--- src/rtl/tref_pkg.sv ---
package tref_pkg;

   typedef struct packed {
      logic f;
      logic v;
      logic h;
   } tref_flags_t;

   typedef enum logic [1:0] {
      CHK_CLEAN  = 2'd0,
      CHK_FIXED  = 2'd1,
      CHK_BROKEN = 2'd2
   } chk_res_t;

   // protection nibble for a flag triple, ordered P3..P0
   function automatic logic [3:0] tref_prot(input tref_flags_t x);
      return {x.v ^ x.h, x.f ^ x.h, x.f ^ x.v, x.f ^ x.v ^ x.h};
   endfunction

endpackage

--- src/rtl/tref_preamble.sv ---
module tref_preamble #(
   parameter int DATA_W = 8
) (
   input  logic              clk,
   input  logic              rst_n,
   input  logic [DATA_W-1:0] din,
   output logic              hit
);
   localparam int HIST = 3;

   logic [DATA_W-1:0] hist_q [HIST];

   always_ff @(posedge clk or negedge rst_n) begin
      if (!rst_n) begin
         for (int i = 0; i < HIST; i++) hist_q[i] <= '0;
      end else begin
         hist_q[0] <= din;
         for (int i = 1; i < HIST; i++) hist_q[i] <= hist_q[i-1];
      end
   end

   // oldest word all ones, then a run of zero words
   logic zeros_ok;
   always_comb begin
      zeros_ok = 1'b1;
      for (int i = 0; i < HIST-1; i++)
         if (hist_q[i] != '0) zeros_ok = 1'b0;
   end

   assign hit = (&hist_q[HIST-1]) && zeros_ok;

endmodule

--- src/rtl/tref_protect.sv ---
module tref_protect
   import tref_pkg::*;
#(
   parameter bit CORRECT_EN = 1'b1
) (
   input  logic [6:0]  bits_i,
   output tref_flags_t flags_o,
   output chk_res_t    res_o
);
   tref_flags_t rx;
   logic [3:0]  syn;

   assign rx  = tref_flags_t'(bits_i[6:4]);
   assign syn = bits_i[3:0] ^ tref_prot(rx);

   generate
      if (CORRECT_EN) begin : g_fix
         always_comb begin
            flags_o = rx;
            res_o   = CHK_FIXED;
            unique case (syn)
               4'b0000: res_o = CHK_CLEAN;
               4'b0111: flags_o.f = ~rx.f;
               4'b1011: flags_o.v = ~rx.v;
               4'b1101: flags_o.h = ~rx.h;
               4'b1000, 4'b0100, 4'b0010, 4'b0001: res_o = CHK_FIXED;
               default: res_o = CHK_BROKEN;
            endcase
         end
      end else begin : g_nofix
         always_comb begin
            flags_o = rx;
            res_o   = (syn == 4'b0000) ? CHK_CLEAN : CHK_BROKEN;
         end
      end
   endgenerate

endmodule

--- src/rtl/tref_decoder.sv ---
module tref_decoder
   import tref_pkg::*;
#(
   parameter int DATA_W     = 8,
   parameter bit CORRECT_EN = 1'b1
) (
   input  logic              clk,
   input  logic              rst_n,
   input  logic              embed_sel,
   input  logic              ext_f,
   input  logic              ext_v,
   input  logic              ext_h,
   input  logic [DATA_W-1:0] vid_in,
   output logic              fld_o,
   output logic              vbl_o,
   output logic              hflag_o,
   output logic              code_stb_o,
   output logic              fix_stb_o,
   output logic              err_stb_o,
   output logic              bad_stb_o
);
   localparam int STAT_LSB = DATA_W - 8;

   generate
      if (DATA_W < 8) begin : g_width_chk
         $error("tref_decoder: DATA_W must be at least 8");
      end
   endgenerate

   logic        pre_hit;
   logic [7:0]  stat;
   tref_flags_t dec_flags;
   chk_res_t    dec_res;
   tref_flags_t flags_q;

   assign stat = vid_in[STAT_LSB +: 8];

   tref_preamble #(.DATA_W(DATA_W)) u_pre (
      .clk   (clk),
      .rst_n (rst_n),
      .din   (vid_in),
      .hit   (pre_hit)
   );

   tref_protect #(.CORRECT_EN(CORRECT_EN)) u_prot (
      .bits_i  (stat[6:0]),
      .flags_o (dec_flags),
      .res_o   (dec_res)
   );

   always_ff @(posedge clk or negedge rst_n) begin
      if (!rst_n) begin
         flags_q    <= '0;
         code_stb_o <= 1'b0;
         fix_stb_o  <= 1'b0;
         err_stb_o  <= 1'b0;
         bad_stb_o  <= 1'b0;
      end else begin
         code_stb_o <= 1'b0;
         fix_stb_o  <= 1'b0;
         err_stb_o  <= 1'b0;
         bad_stb_o  <= 1'b0;
         if (!embed_sel) begin
            flags_q <= '{f: ext_f, v: ext_v, h: ext_h};
         end else if (pre_hit) begin
            if (stat[7]) begin
               flags_q    <= dec_flags;
               code_stb_o <= 1'b1;
               fix_stb_o  <= (dec_res == CHK_FIXED);
               err_stb_o  <= (dec_res == CHK_BROKEN);
            end else begin
               bad_stb_o  <= 1'b1;
            end
         end
      end
   end

   assign fld_o   = flags_q.f;
   assign vbl_o   = flags_q.v;
   assign hflag_o = flags_q.h;

endmodule

--- config.mk ---
export PLATFORM = sky130hd
export DESIGN_NAME = tref_decoder
export DESIGN_NICKNAME = d
export VERILOG_FILES = /design/src/rtl/tref_pkg.sv /design/src/rtl/tref_preamble.sv /design/src/rtl/tref_protect.sv /design/src/rtl/tref_decoder.sv
export SDC_FILE = /design/constraint.sdc
export NUM_CORES = 1
export LEC_CHECK = 0
export BUFFER_PORTS_ARGS = -buffer_cell sky130_fd_sc_hd__buf_2
export CAP_MARGIN = 20
export CELL_PAD_IN_SITES_DETAIL_PLACEMENT = 1
export CELL_PAD_IN_SITES_GLOBAL_PLACEMENT = 2
export CORE_ASPECT_RATIO = 0.6
export CORE_MARGIN = 8
export CORE_UTILIZATION = 37
export CTS_CLUSTER_DIAMETER = 40
export DETAILED_ROUTE_END_ITERATION = 16
export MAX_ROUTING_LAYER = met4
export PLACE_DENSITY_LB_ADDON = 0.1
export SKIP_LAST_GASP = 1
export SLEW_MARGIN = 25
export SYNTH_ARGS = -nofsm -noshare
export SYNTH_HDL_FRONTEND = slang
export SYNTH_HIERARCHICAL = 1
export SYNTH_SLANG_ARGS = --single-unit
--- constraint.sdc ---
create_clock -name clk -period 2.2 [get_ports clk]
set_clock_uncertainty 0.15 [all_clocks]
set_input_delay 0.22 -clock clk [delete_from_list [all_inputs] [get_ports clk]]
set_output_delay 0.22 -clock clk [all_outputs]
set_load 0.005 [all_outputs]
# [Word level (Yosys, flattened, before mapping)]
# Index checks and enable logic that the tools add are counted.
[op_classes] muxes=21 bitwise=8 n_reduce_logical=7 eq_ne=11
[ops] op="2-to-1 mux 1 bit" count=17
[ops] op="nonzero test 8 bit" count=2
[ops] op="equality test 4 bit (second input constant)" count=3
[ops] op="2-to-1 mux 3 bit" count=3
[ops] op="equality test 4 x 3 -> 1 bit (second input constant)" count=2
[ops] op="AND reduction 8 bit" count=1
[ops] op="OR reduction 7 bit" count=1
[ops] op="equality test 4 x 1 -> 1 bit (second input constant)" count=1
[ops] op="equality test 4 x 2 -> 1 bit (second input constant)" count=1
[ops] op="zero test 4 bit" count=1
[ops] op="inequality test 2 x 1 -> 1 bit (second input constant)" count=2
[ops] op="one-hot mux 2 bit (2 select lines)" count=1
[ops] op="bitwise XOR 1 bit" count=4
[ops] op="bitwise XOR 4 bit" count=1
[ops] op="inverter 1 bit" count=3
[ops] op="equality test 2 x 1 -> 1 bit (second input constant)" count=1
[ops] op="equality test 2 bit (second input constant)" count=1
[ops] op="AND reduction 2 bit" count=1
[ops] op="logical AND 1 bit" count=1
[word_totals] register_bits=31

# [Longest topological paths before layout]
[logic_depth] depth_word=10 depth_mapped=8 depth_no_buf=7

# [Modules after synthesis]
# Netlist, hierarchy kept.
[modules_own_cells] module="tref_preamble" seq_area_each_um2=600.6 instances=1 cells_per_inst=33 area_per_inst_um2=675.6
[modules_own_cells] module="tref_protect" seq_area_each_um2=0.0 instances=1 cells_per_inst=89 area_per_inst_um2=623.1
[modules_own_cells] module="tref_decoder" seq_area_each_um2=175.2 instances=1 cells_per_inst=28 area_per_inst_um2=317.8

# [Least setup slack after synthesis]
# No wires, ideal clock.
[synth_timing] path_kind="input -> register" start="input vid_in[6]" end="register fix_stb_o" required_ns=1.924 t_arrival_ns=1.465 setup_ns=0.126 setup_slack_ns=0.458 cell_stages=7 path_cell_list="buf_4 xor2_4 or2_4 o22ai_2 a2111oi_2 a21oi_1 nor3b_2"
[synth_between] elab_chain_cells=10
[synth_lines] item="start: declaration" line_no="tref_decoder.sv:13" rtl="input logic [DATA_W-1:0] vid_in,"
[synth_lines] item="bitwise XOR 1 bit (2 in a row)" line_no="tref_pkg.sv:17" rtl="return {x.v ^ x.h, x.f ^ x.h, x.f ^ x.v, x.f ^ x.v ^ x.h};"
[synth_lines] item="bitwise XOR 4 bit (*)" line_no="tref_protect.sv:14" rtl="assign syn = bits_i[3:0] ^ tref_prot(rx);"
[synth_lines] item="equality test 4 bit (tied with other cells)" line_no="tref_protect.sv:21" rtl="unique case (syn)"
[synth_lines] item="OR reduction 7 bit (no source line)"
[synth_lines] item="one-hot mux 2 bit (2 select lines) (*)" line_no="tref_protect.sv:21"
[synth_lines] item="net dec_res[0]" line_no="tref_decoder.sv:33" rtl="chk_res_t dec_res;"
[synth_lines] item="equality test 2 x 1 -> 1 bit (*)" line_no="tref_decoder.sv:69" rtl="fix_stb_o <= (dec_res == CHK_FIXED);"
[synth_lines] item="2-to-1 mux 1 bit (*)" line_no="tref_decoder.sv:66" rtl="if (stat[7]) begin"
[synth_lines] item="2-to-1 mux 1 bit (*)" line_no="tref_decoder.sv:65" rtl="end else if (pre_hit) begin"
[synth_lines] item="2-to-1 mux 1 bit (*)" line_no="tref_decoder.sv:63" rtl="if (!embed_sel) begin"
[synth_lines] item="end signal: assignment" line_no="tref_decoder.sv:69"
[synth_lines] item="end: declaration" line_no="tref_decoder.sv:18" rtl="output logic fix_stb_o,"
# The timed path passes the listed nets; every way through them passes the cells marked *.
# A chain may end at the register's enable or synchronous reset.

# [Worst setup path in the final report]
[layout_timing] start="register u_pre/hist_q[9] (netlist name)" end="register err_stb_o"
[layout_between] elab_chain_cells=5
[layout_lines] item="start: declaration" line_no="tref_preamble.sv:11" rtl="logic [DATA_W-1:0] hist_q [HIST];"
[layout_lines] item="nonzero test 8 bit" line_no="tref_preamble.sv:27" rtl="if (hist_q[i] != '0) zeros_ok = 1'b0;"
[layout_lines] item="2-to-1 mux 1 bit" line_no="tref_preamble.sv:27"
[layout_lines] item="logical AND 1 bit" line_no="tref_preamble.sv:30" rtl="assign hit = (&hist_q[HIST-1]) && zeros_ok;"
[layout_lines] item="net pre_hit" line_no="tref_decoder.sv:30" rtl="logic pre_hit;"
[layout_lines] item="2-to-1 mux 1 bit" line_no="tref_decoder.sv:65"
[layout_lines] item="2-to-1 mux 1 bit" line_no="tref_decoder.sv:63"
[layout_lines] item="end signal: assignment" line_no="tref_decoder.sv:70" rtl="err_stb_o <= (dec_res == CHK_BROKEN);"
[layout_lines] item="end: declaration" line_no="tref_decoder.sv:19" rtl="output logic err_stb_o,"
# The timed path passes the listed nets, and every way through them passes these cells.

==> reports/qor.yml <==
floorplan:
  boundaryPins: 21
  dieHeight_um: 67.2
  initial_core_util: 0.390
  floorplan.core_area_mm2: 0.00414
  placement_rows: 18
  floorplan.die.width_um: 101
  dieArea_mm2: 0.00681
sta:
  setup_repair_after_global_routing_missed_its_margin: "no"
  timing.slew.headroom: 0.554
  hold_violations: 0
  final-max-slew-violation-count: 0
  final_critical_period_ns: 1.88
  setup_total_negative_slack_ns: 0
  timing.final.crit_share: 0.854
  clock.fmax_ghz: 0.532
  final-setup-viol-count: 0
  timing_worst_slew_pin_value_ns: 0.669
clock_network:
  h_tree_depth: 2
  tritoncts: "done"
  root_buffer: "clkbuf_8"
  cts-hold-fix-buffers: 1
  cts.sinks: 31
  cts_inserted_buffers: 5
  clk_transition_reported_paths_ns: 0.06
  clock_tree_buffer_depth: 2
  post_cts_buffers: 0
  clock_insertion_delay_worst_skew_ns: 0.27
  cts-resized-gates: 0
yosys:
  synth.area.top_cells: "dfrtp_1, o22ai_1, xor2_4"
  synth-edff-count: 0
  yosysWarnings: 6
  synth_top_area_cell: "dfrtp_1"
  synth_fp_nets: 164
  syn_area_per_cell_um2: 10.8
  syn-instance-count: 150
  yosysTopAreaCellShare: 0.480
  post_synth_instance_area_mm2: 0.00162
  synthDistinctLibCells: 45
  synth_seq_area_share: 0.480
  synth_seq_cells: 31
  synthFlopType: "dfrtp_1"
  synth-async-reset-ratio: 1.00
power_and_ir_drop:
  netSwitchingFraction: 0.252
  power.density_cell_area_mw_per_mm2: 751
  power_frac_clock: 0.403
  power.share.combinational: 0.164
  seqPwrFrac: 0.433
  vdd_drop_max_v: 0.000303
  power_report.internal_total_uw: 1060
  leakage_uw: 0.000786
  p_sw_uw: 356
critical_path:
  reg2reg_to: "err_stb_o"
  reg2reg_depth: 6
  worst_ep_required_time_ns: 2.25
  critical_path.max_fanout: 8
  setup.worst_path.end: "err_stb_o"
  worstPathArrival_ns: 1.93
  path_class: "flip-flop to flip-flop"
  cp-start-kind: "flip-flop"
  regToRegSetupSlack_ns: 0.32
  rr_startpoint: "u_pre/hist_q[9]"
  worst_setup_path_end_kind: "flip-flop"
  setup.worst_path.start: "u_pre/hist_q[9]"
routing:
  remaining_drc_errors: 0
  route.vias.total: 1244
  detail_route.wirelength_um: 4040
  route.antenna.remaining_nets: 0
  drt-pass1-iter-count: 4
  vias_per_cell: 5.34
  drtIter0Drc: 66
  detail_route.wl_per_cell_um: 17.3
hold_path:
  hold_path_startpoint: "vid_in[7]"
  worstHoldPathType: "input pin to flip-flop"
placement:
  hpwlAfterDp_um: 3090
  replace_congestion: 0.774
  io_buffer_count: 20
finish:
  layout_cell_share_with_drive_strength_beyond_1: 0.277
  layout-area-overhead-vs-synth_pct: 16.4
  finish.utilization: 0.454
  num_antenna_cells: 0
  post_layout_net_count: 186
grt:
  grt_remaining_overflow: 0
  grt_usage: 0.135
  grt_start_max_net_pins: 32
  first_global_vias: 1316
  number_of_antenna_violations_at_the_first_check_in_global_routing: 0
  grt_pass1_wl_um: 6800
run:
  timing.max_cap.violations: 0
status:
  status: "completed"
-- through the flow --
step	power (uW)	setup WS (ns)	cell area [um2]	instances	hold WS, ns
after floorplan	780	0.458	1620	150	-0.226
after global placement	844	0.192	1750	224	0.120
after detailed placement	852	0.141	1750	224	0.147
after CTS	1430	0.282	1880	233	0.000655
after global routing	1480	0.194	1880	233	0.00584
final	1410	0.321	1880	233	0.00877
-- registers in the layout, indices dropped and copies added (netlist names) --
name / count
bad_stb_o: 1
code_stb_o: 1
err_stb_o: 1
fix_stb_o: 1
fld_o: 1
hflag_o: 1
u_pre/hist_q: 24
vbl_o: 1
-- power groups by stage --
stage / sequential, uW / combinational, uW / clock, uW
4_1_cts: 612 / 232 / 585
2_1_floorplan: 619 / 162 / 0
3_5_place_dp: 622 / 230 / 0
3_3_place_gp: 621 / 223 / 0
5_1_grt: 615 / 254 / 608
6_report: 612 / 232 / 569
-- cell usage after synthesis, types with 2 or more instances --
library cell and n:
nand2_1 12, nor3b_2 2, buf_2 3, nor2_1 9
o221ai_1 2, o21a_1 2, clkbuf_1 3, buf_6 3
o21ai_0 2, a221oi_1 2, inv_1 2, a31oi_1 3
a21bo_1 3, nand3_1 6, nor4_1 3, a211oi_1 4
nand2b_1 6, xor2_4 2, buf_4 3, dfrtp_1 31
nor4_2 2, a21oi_1 8, xor2_1 3, xnor2_1 3
o22ai_1 11
-- area by class of cell --
class,count,area [um2]
clock buffer,6,82.6
clock inverter,2,35.0
fill,486,2260
inverter,2,7.51
multi-input combinational,105,751
sequential,31,776
tap,60,75.1
timing repair buffer,27,155
-- worst min-delay path by stage --
| stage | end | slack [ns] | cells past startpoint |
|---|---|---|---|
| global placement | bad_stb_o | 0.12 | 1 |
| finish | u_pre/hist_q[23] | 0.009 | 1 |
| floorplan | bad_stb_o | -0.23 | 0 |
| CTS | u_pre/hist_q[23] | 0.0007 | 1 |
| global route | u_pre/hist_q[23] | 0.006 | 1 |
| detailed placement | hflag_o | 0.15 | 1 |
-- layer usage --
layer	vias to the layer above	routed length [um]	track usage
met4	0	37	0.0424
li1	594	-	-
met5	-	0	-
met3	4	179	0.0431
met1	619	2120	0.180
met2	27	1710	0.189
-- cells by family (layout without fill, tap and decap cells) --
family | Yosys count | after routing | share of synthesized area
buf+inv | 14 | 37 | 0.0557
mux | 1 | 1 | 0.00619
compound gates | 46 | 46 | 0.209
simple gates | 50 | 50 | 0.183
xor+xnor | 8 | 8 | 0.0666
flops | 31 | 31 | 0.480
-- cell usage in the layout (no fill, tap or decap), drive strengths merged, types with 4 or more instances in the layout --
| cell type | Yosys | final |
|---|---|---|
| a211oi | 4 | 4 |
| a21oi | 8 | 8 |
| buf | 9 | 26 |
| clkbuf | 3 | 6 |
| dfrtp | 31 | 31 |
| nand2 | 12 | 12 |
| nand2b | 6 | 6 |
| nand3 | 7 | 7 |
| nor2 | 9 | 9 |
| nor4 | 5 | 5 |
| o22ai | 12 | 12 |
| xor2 | 5 | 5 |
-- worst max-delay path, stage by stage, from the launching register on --
cell and delay (ns):
dfrtp_1 0.38, nor4b_2 0.28, nand2_1 0.11, nor4_2 0.30, buf_4 0.22, nand3_2 0.16
nor3b_2 0.20
No activity file was read; power rests on OpenSTA's default activity.
